`config.mk`:
```
export PLATFORM = sky130hd
export DESIGN_NAME = pwm_cap
export DESIGN_NICKNAME = d
export VERILOG_FILES = /design/src/rtl/pwm_cap_pkg.sv /design/src/rtl/pwm_cap_sync.sv /design/src/rtl/pwm_cap_edge.sv /design/src/rtl/pwm_cap_timebase.sv /design/src/rtl/pwm_cap_capture.sv /design/src/rtl/pwm_cap.sv
export SDC_FILE = /design/constraint.sdc
export NUM_CORES = 1
export LEC_CHECK = 0
export ABC_AREA = 1
export BUFFER_PORTS_ARGS = -buffer_cell sky130_fd_sc_hd__buf_2
export CAP_MARGIN = 25
export CORE_MARGIN = 10
export CORE_UTILIZATION = 52
export CTS_BUF_LIST = sky130_fd_sc_hd__clkbuf_4
export CTS_CLUSTER_DIAMETER = 150
export DETAILED_ROUTE_END_ITERATION = 7
export PLACE_DENSITY = 0.87
export RECOVER_POWER = 50
export SETUP_SLACK_MARGIN = 0.15
export SLEW_MARGIN = 15
export SYNTH_ARGS = -nofsm -noshare
export SYNTH_HDL_FRONTEND = slang
export SYNTH_SLANG_ARGS = --single-unit
```
`constraint.sdc`:
```
create_clock -name clk -period 2.7 [get_ports clk]
set_input_delay 0.405 -clock clk [delete_from_list [all_inputs] [get_ports clk]]
set_output_delay 0.405 -clock clk [all_outputs]
set_load 0.05 [all_outputs]
```
`src/rtl/pwm_cap_pkg.sv`:
```
package pwm_cap_pkg;

  localparam int FLG_N = 5;
  localparam int IRQ_N = 3;

  // Sticky status flags; bit order matches the flag_clr strobe vector.
  typedef struct packed {
    logic timeout;   // bit 4
    logic wid_ovr;   // bit 3
    logic per_ovr;   // bit 2
    logic wid_vld;   // bit 1
    logic per_vld;   // bit 0
  } flags_t;

  // Interrupt source positions in irq_en.
  typedef enum int {
    IRQ_SRC_PER = 0,
    IRQ_SRC_OVR = 1,
    IRQ_SRC_TMO = 2
  } irq_src_e;

endpackage

```
`src/rtl/pwm_cap_sync.sv`:
```
module pwm_cap_sync #(
  parameter int STAGES = 2,
  parameter int WIDTH  = 2
) (
  input  logic             clk,
  input  logic             rst_n,
  input  logic [WIDTH-1:0] d_i,
  output logic [WIDTH-1:0] q_o
);

  logic [WIDTH-1:0] stg_q [STAGES];
  logic [WIDTH-1:0] stg_d [STAGES];

  always_comb begin
    stg_d[0] = d_i;
    for (int i = 1; i < STAGES; i++) begin
      stg_d[i] = stg_q[i-1];
    end
  end

  always_ff @(posedge clk or negedge rst_n) begin
    if (!rst_n) begin
      for (int i = 0; i < STAGES; i++) begin
        stg_q[i] <= '0;
      end
    end else begin
      for (int i = 0; i < STAGES; i++) begin
        stg_q[i] <= stg_d[i];
      end
    end
  end

  assign q_o = stg_q[STAGES-1];

endmodule

```
`src/rtl/pwm_cap_edge.sv`:
```
module pwm_cap_edge (
  input  logic clk,
  input  logic rst_n,
  input  logic sync_a_i,
  input  logic sync_b_i,
  input  logic sel_i,
  input  logic act_low_i,
  input  logic run_i,
  input  logic restart_i,
  output logic act_edge_o,
  output logic opp_edge_o
);

  logic lvl;
  logic prev_q;
  logic prev_d;
  logic gate;

  // Normalised level: 1 means the input is in its active phase.
  assign lvl    = (sel_i ? sync_b_i : sync_a_i) ^ act_low_i;
  assign prev_d = lvl;
  assign gate   = run_i & ~restart_i;

  always_ff @(posedge clk or negedge rst_n) begin
    if (!rst_n) begin
      prev_q <= 1'b0;
    end else begin
      prev_q <= prev_d;
    end
  end

  assign act_edge_o = gate &  lvl & ~prev_q;
  assign opp_edge_o = gate & ~lvl &  prev_q;

  // two active edges need an opposite phase between them
  a_r3_no_back_to_back: assert property (@(posedge clk) disable iff (!rst_n)
    act_edge_o |=> !act_edge_o);

  // a disabled block reports no edges
  a_r11_no_edge_idle: assert property (@(posedge clk) disable iff (!rst_n)
    !run_i |-> !(act_edge_o || opp_edge_o));

endmodule

```
`src/rtl/pwm_cap_timebase.sv`:
```
module pwm_cap_timebase #(
  parameter int CNT_W = 16,
  parameter int PSC_W = 16
) (
  input  logic             clk,
  input  logic             rst_n,
  input  logic             run_i,
  input  logic             zero_i,
  input  logic             edge_i,
  input  logic [PSC_W-1:0] psc_i,
  output logic [CNT_W-1:0] cnt_o,
  output logic             wrap_o
);

  localparam logic [CNT_W-1:0] CNT_MAX = '1;
  localparam logic [CNT_W-1:0] CNT_ONE = CNT_W'(1);
  localparam logic [PSC_W-1:0] PSC_ONE = PSC_W'(1);

  logic [PSC_W-1:0] pre_q, pre_d;
  logic [CNT_W-1:0] cnt_q, cnt_d;
  logic             tick;

  assign tick = run_i & (pre_q == psc_i);

  always_comb begin
    pre_d = pre_q;
    cnt_d = cnt_q;
    if (zero_i || !run_i || edge_i) begin
      pre_d = '0;
      cnt_d = '0;
    end else if (tick) begin
      pre_d = '0;
      cnt_d = cnt_q + CNT_ONE;
    end else begin
      pre_d = pre_q + PSC_ONE;
    end
  end

  always_ff @(posedge clk or negedge rst_n) begin
    if (!rst_n) begin
      pre_q <= '0;
      cnt_q <= '0;
    end else begin
      pre_q <= pre_d;
      cnt_q <= cnt_d;
    end
  end

  // Value the count reaches on this edge, including a tick landing now.
  assign cnt_o  = tick ? (cnt_q + CNT_ONE) : cnt_q;
  assign wrap_o = tick & (cnt_q == CNT_MAX) & ~zero_i;

  // prescaler phase never passes the programmed divider
  a_r1_pre_bound: assert property (@(posedge clk) disable iff (!rst_n)
    (run_i && !zero_i) |-> (pre_q <= psc_i));

  // active edge leaves the counter at zero
  a_r3_edge_zeroes: assert property (@(posedge clk) disable iff (!rst_n)
    edge_i |=> (cnt_q == '0));

  // disabled counter holds zero
  a_r11_idle_zero: assert property (@(posedge clk) disable iff (!rst_n)
    !run_i |=> (cnt_q == '0));

endmodule

```
`src/rtl/pwm_cap_capture.sv`:
```
module pwm_cap_capture
  import pwm_cap_pkg::*;
#(
  parameter int CNT_W = 16
) (
  input  logic             clk,
  input  logic             rst_n,
  input  logic             run_i,
  input  logic             restart_i,
  input  logic             act_edge_i,
  input  logic             opp_edge_i,
  input  logic             sel_i,
  input  logic [CNT_W-1:0] cnt_i,
  input  logic             wrap_i,
  input  logic [FLG_N-1:0] clr_i,
  input  logic [IRQ_N-1:0] irq_en_i,
  output logic [CNT_W-1:0] cap1_o,
  output logic [CNT_W-1:0] cap2_o,
  output flags_t           flags_o,
  output logic             irq_o
);

  localparam int SLOTS = 2;

  logic             armed_q, armed_d;
  logic             per_cap, wid_cap;
  logic [CNT_W-1:0] cap_q [SLOTS];
  logic [CNT_W-1:0] cap_d [SLOTS];
  flags_t           flg_q, flg_d, clr;
  logic [IRQ_N-1:0] src;

  assign clr     = flags_t'(clr_i);
  assign per_cap = act_edge_i & armed_q;
  assign wid_cap = opp_edge_i & armed_q;

  always_comb begin
    armed_d = armed_q;
    if (restart_i || !run_i) armed_d = 1'b0;
    else if (act_edge_i)     armed_d = 1'b1;
  end

  // Slot i takes the period when it matches the select, the width otherwise.
  for (genvar i = 0; i < SLOTS; i++) begin : g_slot
    logic wr;
    assign wr = (per_cap & (sel_i == 1'(i))) | (wid_cap & (sel_i != 1'(i)));
    always_comb begin
      cap_d[i] = cap_q[i];
      if (restart_i) cap_d[i] = '0;
      else if (wr)   cap_d[i] = cnt_i;
    end
  end

  always_comb begin
    flg_d = flg_q & ~clr;
    if (per_cap) begin
      flg_d.per_vld = 1'b1;
      if (flg_q.per_vld) flg_d.per_ovr = 1'b1;
    end
    if (wid_cap) begin
      flg_d.wid_vld = 1'b1;
      if (flg_q.wid_vld) flg_d.wid_ovr = 1'b1;
    end
    if (wrap_i && run_i) flg_d.timeout = 1'b1;
    if (restart_i) flg_d = '0;
  end

  always_ff @(posedge clk or negedge rst_n) begin
    if (!rst_n) begin
      armed_q <= 1'b0;
      flg_q   <= '0;
      for (int i = 0; i < SLOTS; i++) cap_q[i] <= '0;
    end else begin
      armed_q <= armed_d;
      flg_q   <= flg_d;
      for (int i = 0; i < SLOTS; i++) cap_q[i] <= cap_d[i];
    end
  end

  always_comb begin
    src = '0;
    src[IRQ_SRC_PER] = flg_q.per_vld;
    src[IRQ_SRC_OVR] = flg_q.per_ovr | flg_q.wid_ovr;
    src[IRQ_SRC_TMO] = flg_q.timeout;
  end

  assign irq_o   = |(src & irq_en_i);
  assign cap1_o  = cap_q[0];
  assign cap2_o  = cap_q[1];
  assign flags_o = flg_q;

  // restart leaves captures and flags cleared
  a_r10_restart_clean: assert property (@(posedge clk) disable iff (!rst_n)
    restart_i |=> (cap_q[0] == '0 && cap_q[1] == '0 && flg_q == '0));

  // unarmed active edge leaves both registers untouched
  a_r6_prime_only: assert property (@(posedge clk) disable iff (!rst_n)
    (act_edge_i && !armed_q && !restart_i) |=> ($stable(cap_q[0]) && $stable(cap_q[1])));

  // repeated period capture flags an overcapture
  a_r7_per_ovr: assert property (@(posedge clk) disable iff (!rst_n)
    (per_cap && flg_q.per_vld) |=> flg_q.per_ovr);

  // timeout only rises after a counter wrap
  a_r2_timeout_cause: assert property (@(posedge clk) disable iff (!rst_n)
    $rose(flg_q.timeout) |-> $past(wrap_i));

endmodule

```
`src/rtl/pwm_cap.sv`:
```
module pwm_cap
  import pwm_cap_pkg::*;
#(
  parameter int CNT_W  = 16,
  parameter int PSC_W  = 16,
  parameter int SYNC_N = 2
) (
  input  logic             clk,
  input  logic             rst_n,
  input  logic             pin_a,
  input  logic             pin_b,
  input  logic             cfg_en,
  input  logic             cfg_sel,
  input  logic             cfg_act_low,
  input  logic [PSC_W-1:0] cfg_psc,
  input  logic [IRQ_N-1:0] irq_en,
  input  logic [FLG_N-1:0] flag_clr,
  output logic [CNT_W-1:0] cap1,
  output logic [CNT_W-1:0] cap2,
  output logic [CNT_W-1:0] period,
  output logic [CNT_W-1:0] width,
  output logic             per_vld,
  output logic             wid_vld,
  output logic             per_ovr,
  output logic             wid_ovr,
  output logic             timeout,
  output logic             irq
);

  localparam int RST_N = 2;

  logic [RST_N-1:0] rst_q;
  logic             rst_sn;
  logic [1:0]       pins_s;
  logic             en_q, sel_q, low_q;
  logic [PSC_W-1:0] psc_q;
  logic             restart;
  logic             act_edge, opp_edge;
  logic [CNT_W-1:0] cnt_val;
  logic             wrap;
  flags_t           flg;

  // Reset: asserted asynchronously, released on the clock.
  always_ff @(posedge clk or negedge rst_n) begin
    if (!rst_n) rst_q <= '0;
    else        rst_q <= {rst_q[RST_N-2:0], 1'b1};
  end
  assign rst_sn = rst_q[RST_N-1];

  // Shadow of the configuration used to spot a change while running.
  always_ff @(posedge clk or negedge rst_sn) begin
    if (!rst_sn) begin
      en_q  <= 1'b0;
      sel_q <= 1'b0;
      low_q <= 1'b0;
      psc_q <= '0;
    end else begin
      en_q  <= cfg_en;
      sel_q <= cfg_sel;
      low_q <= cfg_act_low;
      psc_q <= cfg_psc;
    end
  end

  assign restart = cfg_en & (~en_q | (cfg_sel != sel_q) |
                             (cfg_act_low != low_q) | (cfg_psc != psc_q));

  pwm_cap_sync #(.STAGES(SYNC_N), .WIDTH(2)) u_sync (
    .clk   (clk),
    .rst_n (rst_sn),
    .d_i   ({pin_b, pin_a}),
    .q_o   (pins_s)
  );

  pwm_cap_edge u_edge (
    .clk        (clk),
    .rst_n      (rst_sn),
    .sync_a_i   (pins_s[0]),
    .sync_b_i   (pins_s[1]),
    .sel_i      (cfg_sel),
    .act_low_i  (cfg_act_low),
    .run_i      (cfg_en),
    .restart_i  (restart),
    .act_edge_o (act_edge),
    .opp_edge_o (opp_edge)
  );

  pwm_cap_timebase #(.CNT_W(CNT_W), .PSC_W(PSC_W)) u_tb (
    .clk    (clk),
    .rst_n  (rst_sn),
    .run_i  (cfg_en),
    .zero_i (restart),
    .edge_i (act_edge),
    .psc_i  (cfg_psc),
    .cnt_o  (cnt_val),
    .wrap_o (wrap)
  );

  pwm_cap_capture #(.CNT_W(CNT_W)) u_cap (
    .clk        (clk),
    .rst_n      (rst_sn),
    .run_i      (cfg_en),
    .restart_i  (restart),
    .act_edge_i (act_edge),
    .opp_edge_i (opp_edge),
    .sel_i      (cfg_sel),
    .cnt_i      (cnt_val),
    .wrap_i     (wrap),
    .clr_i      (flag_clr),
    .irq_en_i   (irq_en),
    .cap1_o     (cap1),
    .cap2_o     (cap2),
    .flags_o    (flg),
    .irq_o      (irq)
  );

  assign period  = cfg_sel ? cap2 : cap1;
  assign width   = cfg_sel ? cap1 : cap2;
  assign per_vld = flg.per_vld;
  assign wid_vld = flg.wid_vld;
  assign per_ovr = flg.per_ovr;
  assign wid_ovr = flg.wid_ovr;
  assign timeout = flg.timeout;

  // routed period always comes from the register the select names
  a_r5_route: assert property (@(posedge clk) disable iff (!rst_sn)
    (cfg_sel == 1'b0) |-> (period == cap1 && width == cap2));

endmodule

```
# Word-level counts from Yosys, hierarchy flattened

Index checks and enable logic that the tools add are counted.

Register bits after elaboration: 96
Output and inout port bits: 70
Input port bits: 31
Word-level logic and storage cells: 84

Add/sub/neg operators: 2
Reduce and logical (&&, ||, !) cells: 8
Eq/ne operators: 5
Muxes and demuxes: 21
Bitwise logic cells: 30

Operator list:

| cell                                                            | count |
|---|---|
| 16-bit two-way mux                                              | 10 |
| 16-bit by 1-bit adder with 16-bit output, second input constant | 2 |
| 16-bit equality test                                            | 1 |
| 16-bit equality test, second input constant                     | 1 |
| 16-bit inequality test                                          | 1 |
| 1-bit bitwise AND                                               | 15 |
| 1-bit two-way mux                                               | 10 |
| 1-bit OR                                                        | 6 |
| 2-bit nonzero test                                              | 3 |
| 5-bit bitwise AND                                               | 1 |
| 5-bit two-way mux                                               | 1 |
| 1-bit inverter                                                  | 5 |
| 5-bit inverter                                                  | 1 |
| 3-bit bitwise AND                                               | 1 |
| 3-bit OR reduction                                              | 1 |
| 1-bit logical OR                                                | 2 |
| 1-bit inequality test                                           | 2 |
| 1-bit logical AND                                               | 1 |
| 1-bit logical NOT                                               | 1 |
| 1-bit bitwise XOR                                               | 1 |

# Depth between registers and ports, before layout

Depth in word-level cells: 14
Mapped depth: 13
Mapped depth without buffers: 12

# Modules after synthesis

From an unflattened synthesis, not the netlist that was laid out.

Cells, all modules: 772
Area total of the unflattened synthesis: 5561.6 um^2

By module, submodules not included:

| module           | times used | sequential area each (um^2) | area each (um^2) | cells each |
|---|---|---|---|---|
| pwm_cap_timebase | 1          | 800.8                       | 2275.9           | 339 |
| pwm_cap_capture  | 1          | 950.9                       | 1815.5           | 210 |
| pwm_cap          | 1          | 525.5                       | 1253.7           | 199 |
| pwm_cap_edge     | 1          | 25.0                        | 116.4            | 20 |
| pwm_cap_sync     | 1          | 100.1                       | 100.1            | 4 |

# Least setup slack after synthesis

No wires, ideal clock.

Kind: input -> output
From: in cfg_sel
To: out period[11]
Data required time: 2295 ps
Stages on the path: 4
Path buffers: 2
Arrival time: 1901 ps
Path slack: 394 ps
Cell sequence: buf_6 -> inv_6 -> clkbuf_1 -> o21ai_0

Word-level cells in the longest chain between the ends: 1

RTL lines:

| item               | line           | text |
|---|---|---|
| start, declared    | pwm_cap.sv:13  | `input logic cfg_sel,` |
| 16-bit two-way mux | pwm_cap.sv:117 | `assign period = cfg_sel ? cap2 : cap1;` |
| end, declared      | pwm_cap.sv:20  | `output logic [CNT_W-1:0] period,` |

No other way between the ends.

# Worst setup path in the final report

From: reg u_tb.pre_q[0]
To: reg u_cap.cap_q (netlist bit u_cap.cap1_o[14])

Word-level cells in the longest chain between the ends: 5

RTL lines:

| item                   | line                   | text |
|---|---|---|
| start, declared        | pwm_cap_timebase.sv:19 | `logic [PSC_W-1:0] pre_q, pre_d;` |
| start signal, assigned | pwm_cap_timebase.sv:44 | `pre_q <= pre_d;` |
| 16-bit equality test   | pwm_cap_timebase.sv:23 | `assign tick = run_i & (pre_q == psc_i);` |
| 1-bit bitwise AND      | pwm_cap_timebase.sv:23 |  |
| 16-bit two-way mux     | pwm_cap_timebase.sv:50 | `assign cnt_o = tick ? (cnt_q + CNT_ONE) : cnt_q;` |
| 16-bit two-way mux     | pwm_cap_capture.sv:49  | `else if (wr) cap_d[i] = cnt_i;` |
| 16-bit two-way mux     | pwm_cap_capture.sv:48  | `if (restart_i) cap_d[i] = '0;` |
| end, declared          | pwm_cap_capture.sv:27  | `logic [CNT_W-1:0] cap_q [SLOTS];` |

No other way between the ends. The select of a mux whose other input is x is not followed.
A chain may end at the register's enable or synchronous reset.

==> reports/metrics.yaml <==
critPathSlowestCell: "dfrtp_1"
avgSynthCellArea_sq_um: 7.39
routed_wl_microns: 13700
seq_area_frac_synth_pct: 43.5
drc: 0
layout-drive-gt1-share_pct: 14.7
io_pins: 101
syn-num-nets: 781
finalHoldViolCount: 0
gp_congestion: 0.901
final-setup-viol-count: 0
place_ws_ps: 443
clock_path_buffers: 2
drt-vias-per-instance: 5.15
clock_latency_ps: 470
tightestPinTransition_ps: 1000
drt_iter0_drc: 479
slew_headroom_pct: 33.1
num_vias: 5061
fin_crit_sh_pct: 78.0
place.port_buffers: 100
rsz0062_at_grt: "no"
cts_buffers: 9
fillers: 948
path_clk_slew_ps: 190
fmax_mhz: 475
ys_ff_latch: 96
place_hpwl_microns: 10400
ant_nets: 0
period_minus_slack_ps: 2110
ys_warn_count: 0
synthCells: 748
arrival_ps: 2500
grt_pass1_vias: 4855
maxSlewViolCount: 0
overflow: 0
syn_area_sq_mm: 0.00552
grt_pass1_wl_microns: 23000
cts_root_buffer: "clkbuf_4"
power_density_mw_per_mm2: 394
p_leak_nw: 3.33
final_nets: 874
cts.sink_count: 96
hold_class: "in2reg"
initial_core_util_pct: 53.5
slowest_delay_ps: 490
cap_violations: 0
htreeDepth: 3
grt_antenna_before_repair: 1
die_w_microns: 123
coreArea_sq_mm: 0.0103
syn_to_final_growth_pct: 12.7
critPathKind: "reg2reg"
cts_resized: 0
fin_worst_skew_ps: 40.7
drtPass1Iterations: 5
grt_use_total_pct: 18.4
path_cells: "inv_1, nor2_1, nor3_1, nand2_1, nor2_1, nand3_1, buf_4, o21ai_0, nor2_1, nand2_1, nand2_1"
grt_max_degree: 76
cts_setup_buffers: 0
rows: 37
status: "completed"
crit_path_end_kind: "register"
cts_tree: "done"
synth.distinct_cells: 35
finalWorstSetupSlack_ps: 594
die_area_sq_mm: 0.0151
finalSetupTns_ps: 0
fin_util_pct: 60.3
die_y_microns: 123
crit_fanout: 32
ir_drop_v: 0.000376
wl_per_cell_microns: 13.9
critPathLaunchType: "register"
holdWs_ps: 45.9
critPathRequiredTime_ps: 3100
[metrics by stage]
step                      power, mW  cell area (sq um)  instances
after detailed placement       1.70               6110        965
after global placement         1.70               6110        965
after CTS                      2.48               6270        982
after floorplan                1.63               5530        748
final                          2.45               6220        983
after global routing           2.57               6220        983
[synthesized netlist by cell type, drive strengths merged]
| cell type | count | area share, % |
|---|---|---|
| xnor2 | 1 | 0.16 |
| nor3b | 6 | 0.91 |
| or2 | 2 | 0.23 |
| nand2 | 245 | 17 |
| nor2 | 92 | 7.2 |
| dfrtp | 96 | 43 |
| buf | 13 | 1.7 |
| o21ai | 53 | 5.0 |
| nand4 | 44 | 6.1 |
| nor3 | 18 | 2.0 |
| o211ai | 2 | 0.27 |
| clkbuf | 11 | 0.75 |
| o21a | 1 | 0.14 |
| nand3 | 23 | 2.8 |
| ha | 2 | 0.45 |
| inv | 111 | 7.6 |
| xor2 | 18 | 3.2 |
| a21oi | 9 | 0.82 |
| conb | 1 | 0.068 |
[metal layers]
metal,track usage [%],routed length (microns)
met5,0,0
met4,5.31,246
met3,4.42,1210
met2,29.8,6280
met1,24.2,5950
[final cells by class]
cell class | count | area (sq um) | area share, %
diodes | 1 | 2.50 | 0.0402
clock buffers | 9 | 67.6 | 1.09
clock inverters | 7 | 86.3 | 1.39
inverters | 111 | 422 | 6.77
multi-input cells | 517 | 2560 | 41.1
flip-flops and latches | 96 | 2400 | 38.6
well taps | 136 | 170 | 2.73
repair buffers | 106 | 514 | 8.26
[where the power goes]
part           switching, mW  leakage (nW)  internal (mW)  total, mW
combinational          0.141          1.97         0.0532      0.194
sequential            0.0144          1.28           1.46       1.47
clock                  0.557        0.0809          0.225      0.783
[worst max-delay path, delay by kind of cell (launching register included)]
family / cells / cell delay [ps]
AO/OA/AOI/OAI: 1 / 340
buffers and inverters: 2 / 380
AND/OR/NAND/NOR: 8 / 850
flip-flops: 1 / 490
[layout by cell type (no fill, tap or decap), types with 3 or more instances in the layout]
cell,netlist,final
a21oi_1,9,9
inv_1,106,106
nand4_4,4,4
xor2_1,17,17
nand3_4,3,3
nand4_1,40,40
o21ai_0,52,52
nor3b_1,5,5
clkbuf_1,11,27
buf_4,0,4
clkinv_8,0,3
buf_2,8,73
nor3_1,15,15
dfrtp_1,96,96
clkbuf_4,0,10
nor2_1,87,87
inv_2,4,4
nand2_2,5,4
nand2_1,238,239
nand3_1,20,20
[path summary, 6_finish.rpt]
| check | startpoint | to | slack [ps] | cells after the start |
|---|---|---|---|---|
| max | u_tb.pre_q[0] | u_cap.cap1_o[14] | 590 | 11 |
| min | pin_a | u_sync.stg_d[0] | 50 | 1 |
| max reg2reg | u_tb.pre_q[0] | u_cap.cap1_o[14] | 590 | 11 |
| min reg2reg | rst_q[1] | psc_q[2] | 320 | 0 |
| max in group asynchronous | rst_q[1] | u_cap.cap1_o[2] | 810 | 1 |
| min in group asynchronous | rst_n | rst_q[0] | 260 | 2 |
[flip-flops by register name, summed over array words and instances (netlist names), 2 cells and up]
name	count
rst_q	2
u_cap.cap2_o	16
psc_q	16
u_sync.stg_d	2
u_sync.q_o	2
u_cap.cap1_o	16
u_cap.flags_o	5
u_tb.pre_q	16
u_tb.cnt_q	16
[cells by family after synthesis]
logic type	share of synthesized area, %
DFF	43.5
other	0.0679
and+or+nand+nor	36.3
adders and majority gates	0.453
xor gates and xnor gates	3.35
buffers and inverters	10.1
AOI/OAI and AO/OA	6.23
[repair_timing]
action / in CTS / in global routing
endpoints found under the hold margin: 2 / 0
hold buffers: 1 / 0
endpoints found under the setup margin: 0 / 0
Note: power is estimated with default switching activity, not from simulation.
